## config.mk

```make
export PLATFORM = sky130hd
export DESIGN_NAME = ldst_core
export DESIGN_NICKNAME = d
export VERILOG_FILES = /design/src/rtl/ldst_pkg.sv /design/src/rtl/ldst_decode.sv /design/src/rtl/ldst_regfile.sv /design/src/rtl/ldst_alu.sv /design/src/rtl/ldst_core.sv
export SDC_FILE = /design/constraint.sdc
export NUM_CORES = 2
export LEC_CHECK = 0
export BUFFER_PORTS_ARGS = -buffer_cell sky130_fd_sc_hd__buf_2
export CAP_MARGIN = 30
export CELL_PAD_IN_SITES_DETAIL_PLACEMENT = 1
export CELL_PAD_IN_SITES_GLOBAL_PLACEMENT = 1
export CORE_MARGIN = 10
export CORE_UTILIZATION = 54
export CTS_CLUSTER_DIAMETER = 200
export DETAILED_ROUTE_END_ITERATION = 7
export GPL_ROUTABILITY_DRIVEN = 0
export GPL_TIMING_DRIVEN = 0
export PLACE_DENSITY = 0.95
export SLEW_MARGIN = 10
export SYNTH_ARGS = -nofsm -noshare
export SYNTH_HDL_FRONTEND = slang
export SYNTH_SLANG_ARGS = --single-unit
```

## constraint.sdc

```tcl
create_clock -name clk_i -period 20.1 [get_ports clk_i]
set_input_delay 3.015 -clock clk_i [delete_from_list [all_inputs] [get_ports clk_i]]
set_output_delay 3.015 -clock clk_i [all_outputs]
set_load 0.03 [all_outputs]
```

## src/rtl/ldst_pkg.sv

```systemverilog
package ldst_pkg;

  typedef enum logic [2:0] {
    OP_NOP0 = 3'd0,
    OP_LDI  = 3'd1,
    OP_LD   = 3'd2,
    OP_ST   = 3'd3,
    OP_ADD  = 3'd4,
    OP_MUL  = 3'd5,
    OP_NOP6 = 3'd6,
    OP_HALT = 3'd7
  } opcode_e;

  typedef enum logic [1:0] {
    WS_IMM = 2'd0,
    WS_ALU = 2'd1,
    WS_MEM = 2'd2
  } wsel_e;

  typedef enum logic {
    ALU_ADD = 1'b0,
    ALU_MUL = 1'b1
  } alu_op_e;

  typedef enum logic [1:0] {
    ST_RUN  = 2'd0,
    ST_LDW  = 2'd1,
    ST_HALT = 2'd2
  } core_state_e;

  typedef struct packed {
    logic    rf_we;
    wsel_e   wsel;
    alu_op_e alu_op;
    logic    ld_en;
    logic    st_en;
    logic    halt;
  } ctl_t;

endpackage

```

## src/rtl/ldst_decode.sv

```systemverilog
module ldst_decode
  import ldst_pkg::*;
(
  input  logic [2:0] opcode_i,
  input  logic       issue_i,
  output ctl_t       ctl_o
);

  always_comb begin
    ctl_o = '{rf_we: 1'b0, wsel: WS_ALU, alu_op: ALU_ADD,
              ld_en: 1'b0, st_en: 1'b0, halt: 1'b0};
    if (issue_i) begin
      unique case (opcode_e'(opcode_i))
        OP_LDI:  begin ctl_o.rf_we = 1'b1; ctl_o.wsel = WS_IMM; end
        OP_LD:   ctl_o.ld_en = 1'b1;
        OP_ST:   ctl_o.st_en = 1'b1;
        OP_ADD:  begin ctl_o.rf_we = 1'b1; ctl_o.alu_op = ALU_ADD; end
        OP_MUL:  begin ctl_o.rf_we = 1'b1; ctl_o.alu_op = ALU_MUL; end
        OP_HALT: ctl_o.halt = 1'b1;
        default: ;
      endcase
    end
  end

endmodule

```

## src/rtl/ldst_regfile.sv

```systemverilog
module ldst_regfile #(
  parameter int DATA_W = 32,
  parameter int REG_N  = 4,
  localparam int AW    = $clog2(REG_N)
) (
  input  logic              clk_i,
  input  logic              rst_ni,
  input  logic [AW-1:0]     ra_addr_i,
  input  logic [AW-1:0]     rb_addr_i,
  output logic [DATA_W-1:0] ra_data_o,
  output logic [DATA_W-1:0] rb_data_o,
  input  logic              we_i,
  input  logic [AW-1:0]     w_addr_i,
  input  logic [DATA_W-1:0] w_data_i
);

  logic [DATA_W-1:0] regs_q [REG_N];

  for (genvar g = 0; g < REG_N; g++) begin : g_reg
    always_ff @(posedge clk_i or negedge rst_ni) begin
      if (!rst_ni)                        regs_q[g] <= '0;
      else if (we_i && (w_addr_i == g))   regs_q[g] <= w_data_i;
    end
  end

  assign ra_data_o = regs_q[ra_addr_i];
  assign rb_data_o = regs_q[rb_addr_i];

endmodule

```

## src/rtl/ldst_alu.sv

```systemverilog
module ldst_alu
  import ldst_pkg::*;
#(
  parameter int DATA_W = 32
) (
  input  alu_op_e           op_i,
  input  logic [DATA_W-1:0] a_i,
  input  logic [DATA_W-1:0] b_i,
  output logic [DATA_W-1:0] y_o
);

  logic [DATA_W-1:0] sum, prod;

  assign sum  = a_i + b_i;
  assign prod = a_i * b_i;  // low half only, wraps
  assign y_o  = (op_i == ALU_MUL) ? prod : sum;

endmodule

```

## src/rtl/ldst_core.sv

```systemverilog
module ldst_core
  import ldst_pkg::*;
#(
  parameter int DATA_W = 32,
  parameter int REG_N  = 4,
  parameter int IMM_W  = 16,
  parameter int PC_W   = 8,
  localparam int RAW     = $clog2(REG_N),
  localparam int OP_W    = 3,
  localparam int INSTR_W = OP_W + 3 * RAW + IMM_W
) (
  input  logic               clk_i,
  input  logic               rst_ni,
  output logic [PC_W-1:0]    pc_o,
  input  logic [INSTR_W-1:0] instr_i,
  output logic               ld_en_o,
  output logic [IMM_W-1:0]   ld_addr_o,
  input  logic [DATA_W-1:0]  ld_data_i,
  output logic               st_en_o,
  output logic [IMM_W-1:0]   st_addr_o,
  output logic [DATA_W-1:0]  st_data_o,
  output logic               halted_o
);

  // field slicing
  logic [OP_W-1:0]  f_op;
  logic [RAW-1:0]   f_a, f_b, f_c;
  logic [IMM_W-1:0] f_imm;
  assign {f_op, f_a, f_b, f_c, f_imm} = instr_i;

  core_state_e state_q, state_d;
  logic [PC_W-1:0] pc_q, pc_d;
  logic [RAW-1:0]  ld_dst_q;

  ctl_t ctl;
  ldst_decode u_dec (
    .opcode_i (f_op),
    .issue_i  (state_q == ST_RUN),
    .ctl_o    (ctl)
  );

  logic [DATA_W-1:0] ra_data, rb_data, alu_y, imm_ext;
  logic              rf_we;
  logic [RAW-1:0]    rf_waddr;
  logic [DATA_W-1:0] rf_wdata;

  assign imm_ext = {{(DATA_W-IMM_W){1'b0}}, f_imm};

  ldst_alu #(.DATA_W(DATA_W)) u_alu (
    .op_i (ctl.alu_op),
    .a_i  (ra_data),
    .b_i  (rb_data),
    .y_o  (alu_y)
  );

  always_comb begin
    rf_we    = ctl.rf_we;
    rf_waddr = f_c;
    rf_wdata = (ctl.wsel == WS_IMM) ? imm_ext : alu_y;
    if (state_q == ST_LDW) begin
      rf_we    = 1'b1;
      rf_waddr = ld_dst_q;
      rf_wdata = ld_data_i;
    end
  end

  ldst_regfile #(.DATA_W(DATA_W), .REG_N(REG_N)) u_rf (
    .clk_i     (clk_i),
    .rst_ni    (rst_ni),
    .ra_addr_i (f_a),
    .rb_addr_i (f_b),
    .ra_data_o (ra_data),
    .rb_data_o (rb_data),
    .we_i      (rf_we),
    .w_addr_i  (rf_waddr),
    .w_data_i  (rf_wdata)
  );

  always_comb begin
    state_d = state_q;
    pc_d    = pc_q;
    unique case (state_q)
      ST_RUN: begin
        if (ctl.halt)       state_d = ST_HALT;
        else if (ctl.ld_en) state_d = ST_LDW;
        else                pc_d    = pc_q + 1'b1;
      end
      ST_LDW: begin
        state_d = ST_RUN;
        pc_d    = pc_q + 1'b1;
      end
      default: ;
    endcase
  end

  always_ff @(posedge clk_i or negedge rst_ni) begin
    if (!rst_ni) begin
      state_q  <= ST_RUN;
      pc_q     <= '0;
      ld_dst_q <= '0;
    end else begin
      state_q <= state_d;
      pc_q    <= pc_d;
      if (ctl.ld_en) ld_dst_q <= f_c;
    end
  end

  assign pc_o      = pc_q;
  assign ld_en_o   = ctl.ld_en;
  assign ld_addr_o = f_imm;
  assign st_en_o   = ctl.st_en;
  assign st_addr_o = f_imm;
  assign st_data_o = ra_data;
  assign halted_o  = (state_q == ST_HALT);

endmodule

```

==> flow_summary.yaml <==
timing:
  setup_viol: 0
  worstMarginPinSlew_ns: 1.60
  period_share: 0.680
  rsz0062_at_grt: "no"
  hold_viol: 0
  fin_tns_setup_ns: 0
  maxSlewHeadroom: -0.0652
  finalClockSkew_ns: 0.0218
  slew_violations: 11
  timing.final.crit_period_ns: 13.68
  fmax_mhz: 73.1
setup_path:
  path_class: "in2reg"
  rr_endpoint: "u_rf.regs_q[126]"
  worst_path_max_delay_cell: "a311oi_2"
  reg2reg_from: "u_rf.regs_q[68]"
  cp-start-kind: "input pin"
  required_ns: 20.44
  cpMostUsedCell: "fa_1"
  r2r_slack_ns: 9.15
  cp.arrival_ns: 14.01
  critical_path.max_stage_delay_ns: 0.75
  r2r_cells: 27
  end_kind: "flip-flop"
  crit_fanout: 10
global_routing:
  track_usage: 0.470
  grt_overflow: 0
  grt_max_degree: 86
  antenna_found_initial: 30
  grt_pass1_wl_mm: 191
  grt_pass1_vias: 28200
die:
  row_count: 78
  die_x_um: 235
  dieArea_um2: 55100
  chipHeight_um: 235
  design.core.area_um2: 45500
  initial_core_util: 0.548
  io_pins: 134
logic_synthesis:
  synth_cells: 2722
  yosysUniqueCellTypes: 75
  syn_nets: 3345
  async_flop_share: 1.00
  synthTopCellsByArea: "fa_1 33%, dfrtp_1 14%, ha_1 7.8%"
  syn_avg_cell_area_um2: 9.15
  ys_ff_latch: 140
  mappedNetlistArea_um2: 24900
  ys_seq_area_frac: 0.141
  synth_top_area_share: 0.329
  synth_top_area_cell: "fa_1"
  yosys_warnings: 0
  synth_ff_type: "dfrtp_1"
  synth_edf_count: 0
place:
  port-buffer-count: 129
  place_hpwl_mm: 92.3
worst_hold_path:
  worstHoldStart: "pc_o[7]"
  whs_path_depth: 1
  min_path_type: "reg2reg"
  hold_end: "pc_o[7]"
cts:
  clk_pin_slew_worst_paths_ns: 0.07
  ctsResizeCount: 0
  cts_post_setup_buffers_inserted: 0
  cts_max_path_buffers: 2
  cts_max_level: 4
  postCtsHoldBufs: 0
  cts_tree: "done"
  clock-sinks: 140
  worstSkewPairLatency_ns: 0.49
  root_buffer: "clkbuf_16"
  cts_made_buffers: 17
finish:
  nNetsFinal: 3511
  areaGrowthSynthToFinish_pct: 9.46
  final_util: 0.600
  drive_gt1_frac: 0.152
route:
  drc: 229
  wl_mm: 135
  wl_per_cell_um: 38.2
  postRouteAntennaNets: 0
  vias: 25700
  via_per_inst: 7.30
  drt_iter0_drc: 4510
  firstDrtPassIters: 8
status:
  violations: "DRC, capacitance limit, slew limit"
  status: "complete, but fails checks"
flow_run:
  maxCapViolations: 1
-- worst max-delay path by stage --
stage	to	cells after the start	startpoint	slack, ns
floorplan	u_rf.regs_q[123]	31	instr_i[19]	9.17
CTS	u_rf.regs_q[126]	31	instr_i[19]	7.49
global placement	u_rf.regs_q[126]	30	instr_i[20]	7.22
detailed placement	u_rf.regs_q[88]	31	instr_i[20]	7.15
finish	u_rf.regs_q[126]	30	instr_i[20]	6.42
global route	u_rf.regs_q[126]	30	instr_i[20]	6.63
-- synthesized netlist by cell type (all sizes together), types with 3 or more instances --
master  count
xor2       34
a41oi       3
mux2i      42
a21oi      76
o21ai     142
nor3b       6
nand2b      6
xnor2      77
nand2     360
nor2b      10
dfrtp     140
o211ai     14
o21a        8
and2       48
mux2      110
fa        409
o21bai      8
and3        7
or2         6
a311oi      3
o41ai       3
a21o       37
ha        155
clkbuf     79
buf        66
a22oi       3
nand3      14
a211oi     10
nor2      324
a31oi       9
mux4       23
inv       436
nor3       11
-- stage by stage --
stage	cells	cell area [um2]	worst slack, ns	hold slack (ns)
after floorplan	2722	24900	9.17	0.461
after global placement	3451	26300	7.22	0.458
after detailed placement	3456	26400	7.15	0.488
after CTS	3487	27100	7.49	0.501
after global routing	3511	27300	6.63	0.526
final	3521	27300	6.42	0.499
-- state kept, by name, indices dropped and copies added, names as in the netlist --
signal and count:
u_rf.regs_q 128, pc_o 8, ld_dst_q 2, state_q 2
-- routing by layer --
| metal | GRT usage | routed length, um | vias up |
|---|---|---|---|
| met2 | 0.676 | 55400 | 3031 |
| met1 | 0.449 | 39100 | 12300 |
| li1 | - | - | 8899 |
| met4 | 0.427 | 16900 | 31 |
| met5 | 0.0774 | 633 | - |
| met3 | 0.305 | 22600 | 1486 |
-- final cells by class --
cell class	instances	area, um2
Sequential cell	140	3500
Clock inverter	13	211
Timing Repair Buffer	147	895
Tap cell	600	751
Buffer	145	792
Antenna cell	21	52.6
Inverter	436	1640
Clock buffer	18	439
Fill cell	5275	18200
Multi-Input combinational cell	2001	19000
-- logic make-up (layout without fill, tap and decap cells) --
family | after synthesis | in the layout | synth area share
AOI/OAI and AO/OA | 342 | 342 | 0.0922
and+or+nand+nor | 808 | 808 | 0.135
other | 0 | 21 | 0
DFF | 140 | 140 | 0.141
muxes | 175 | 175 | 0.0889
xor gates and xnor gates | 112 | 112 | 0.0399
buffers and inverters | 581 | 759 | 0.0975
adders and majority gates | 564 | 564 | 0.406
-- worst max-delay path: cells and delay by family --
family | cells | cell delay, ns
adders and majority gates | 10 | 4.49
AOI/OAI and AO/OA | 8 | 3.52
buffers and inverters | 9 | 1.69
muxes | 2 | 0.79
xor gates and xnor gates | 1 | 0.45
-- layout by cell type (no fill, tap or decap), types with 37 or more instances in the layout --
cell type	n
a21o_1	37
a21oi_1	76
and2_1	48
buf_2	135
buf_4	41
clkbuf_1	77
dfrtp_1	140
fa_1	409
ha_1	155
inv_1	408
mux2_2	94
mux2i_1	42
nand2_1	357
nor2_1	324
o21ai_0	99
xnor2_1	77
Power is left out: the tool's default activity adds up to more than one toggle a clock period on the data nets, which glitch-free logic cannot reach.
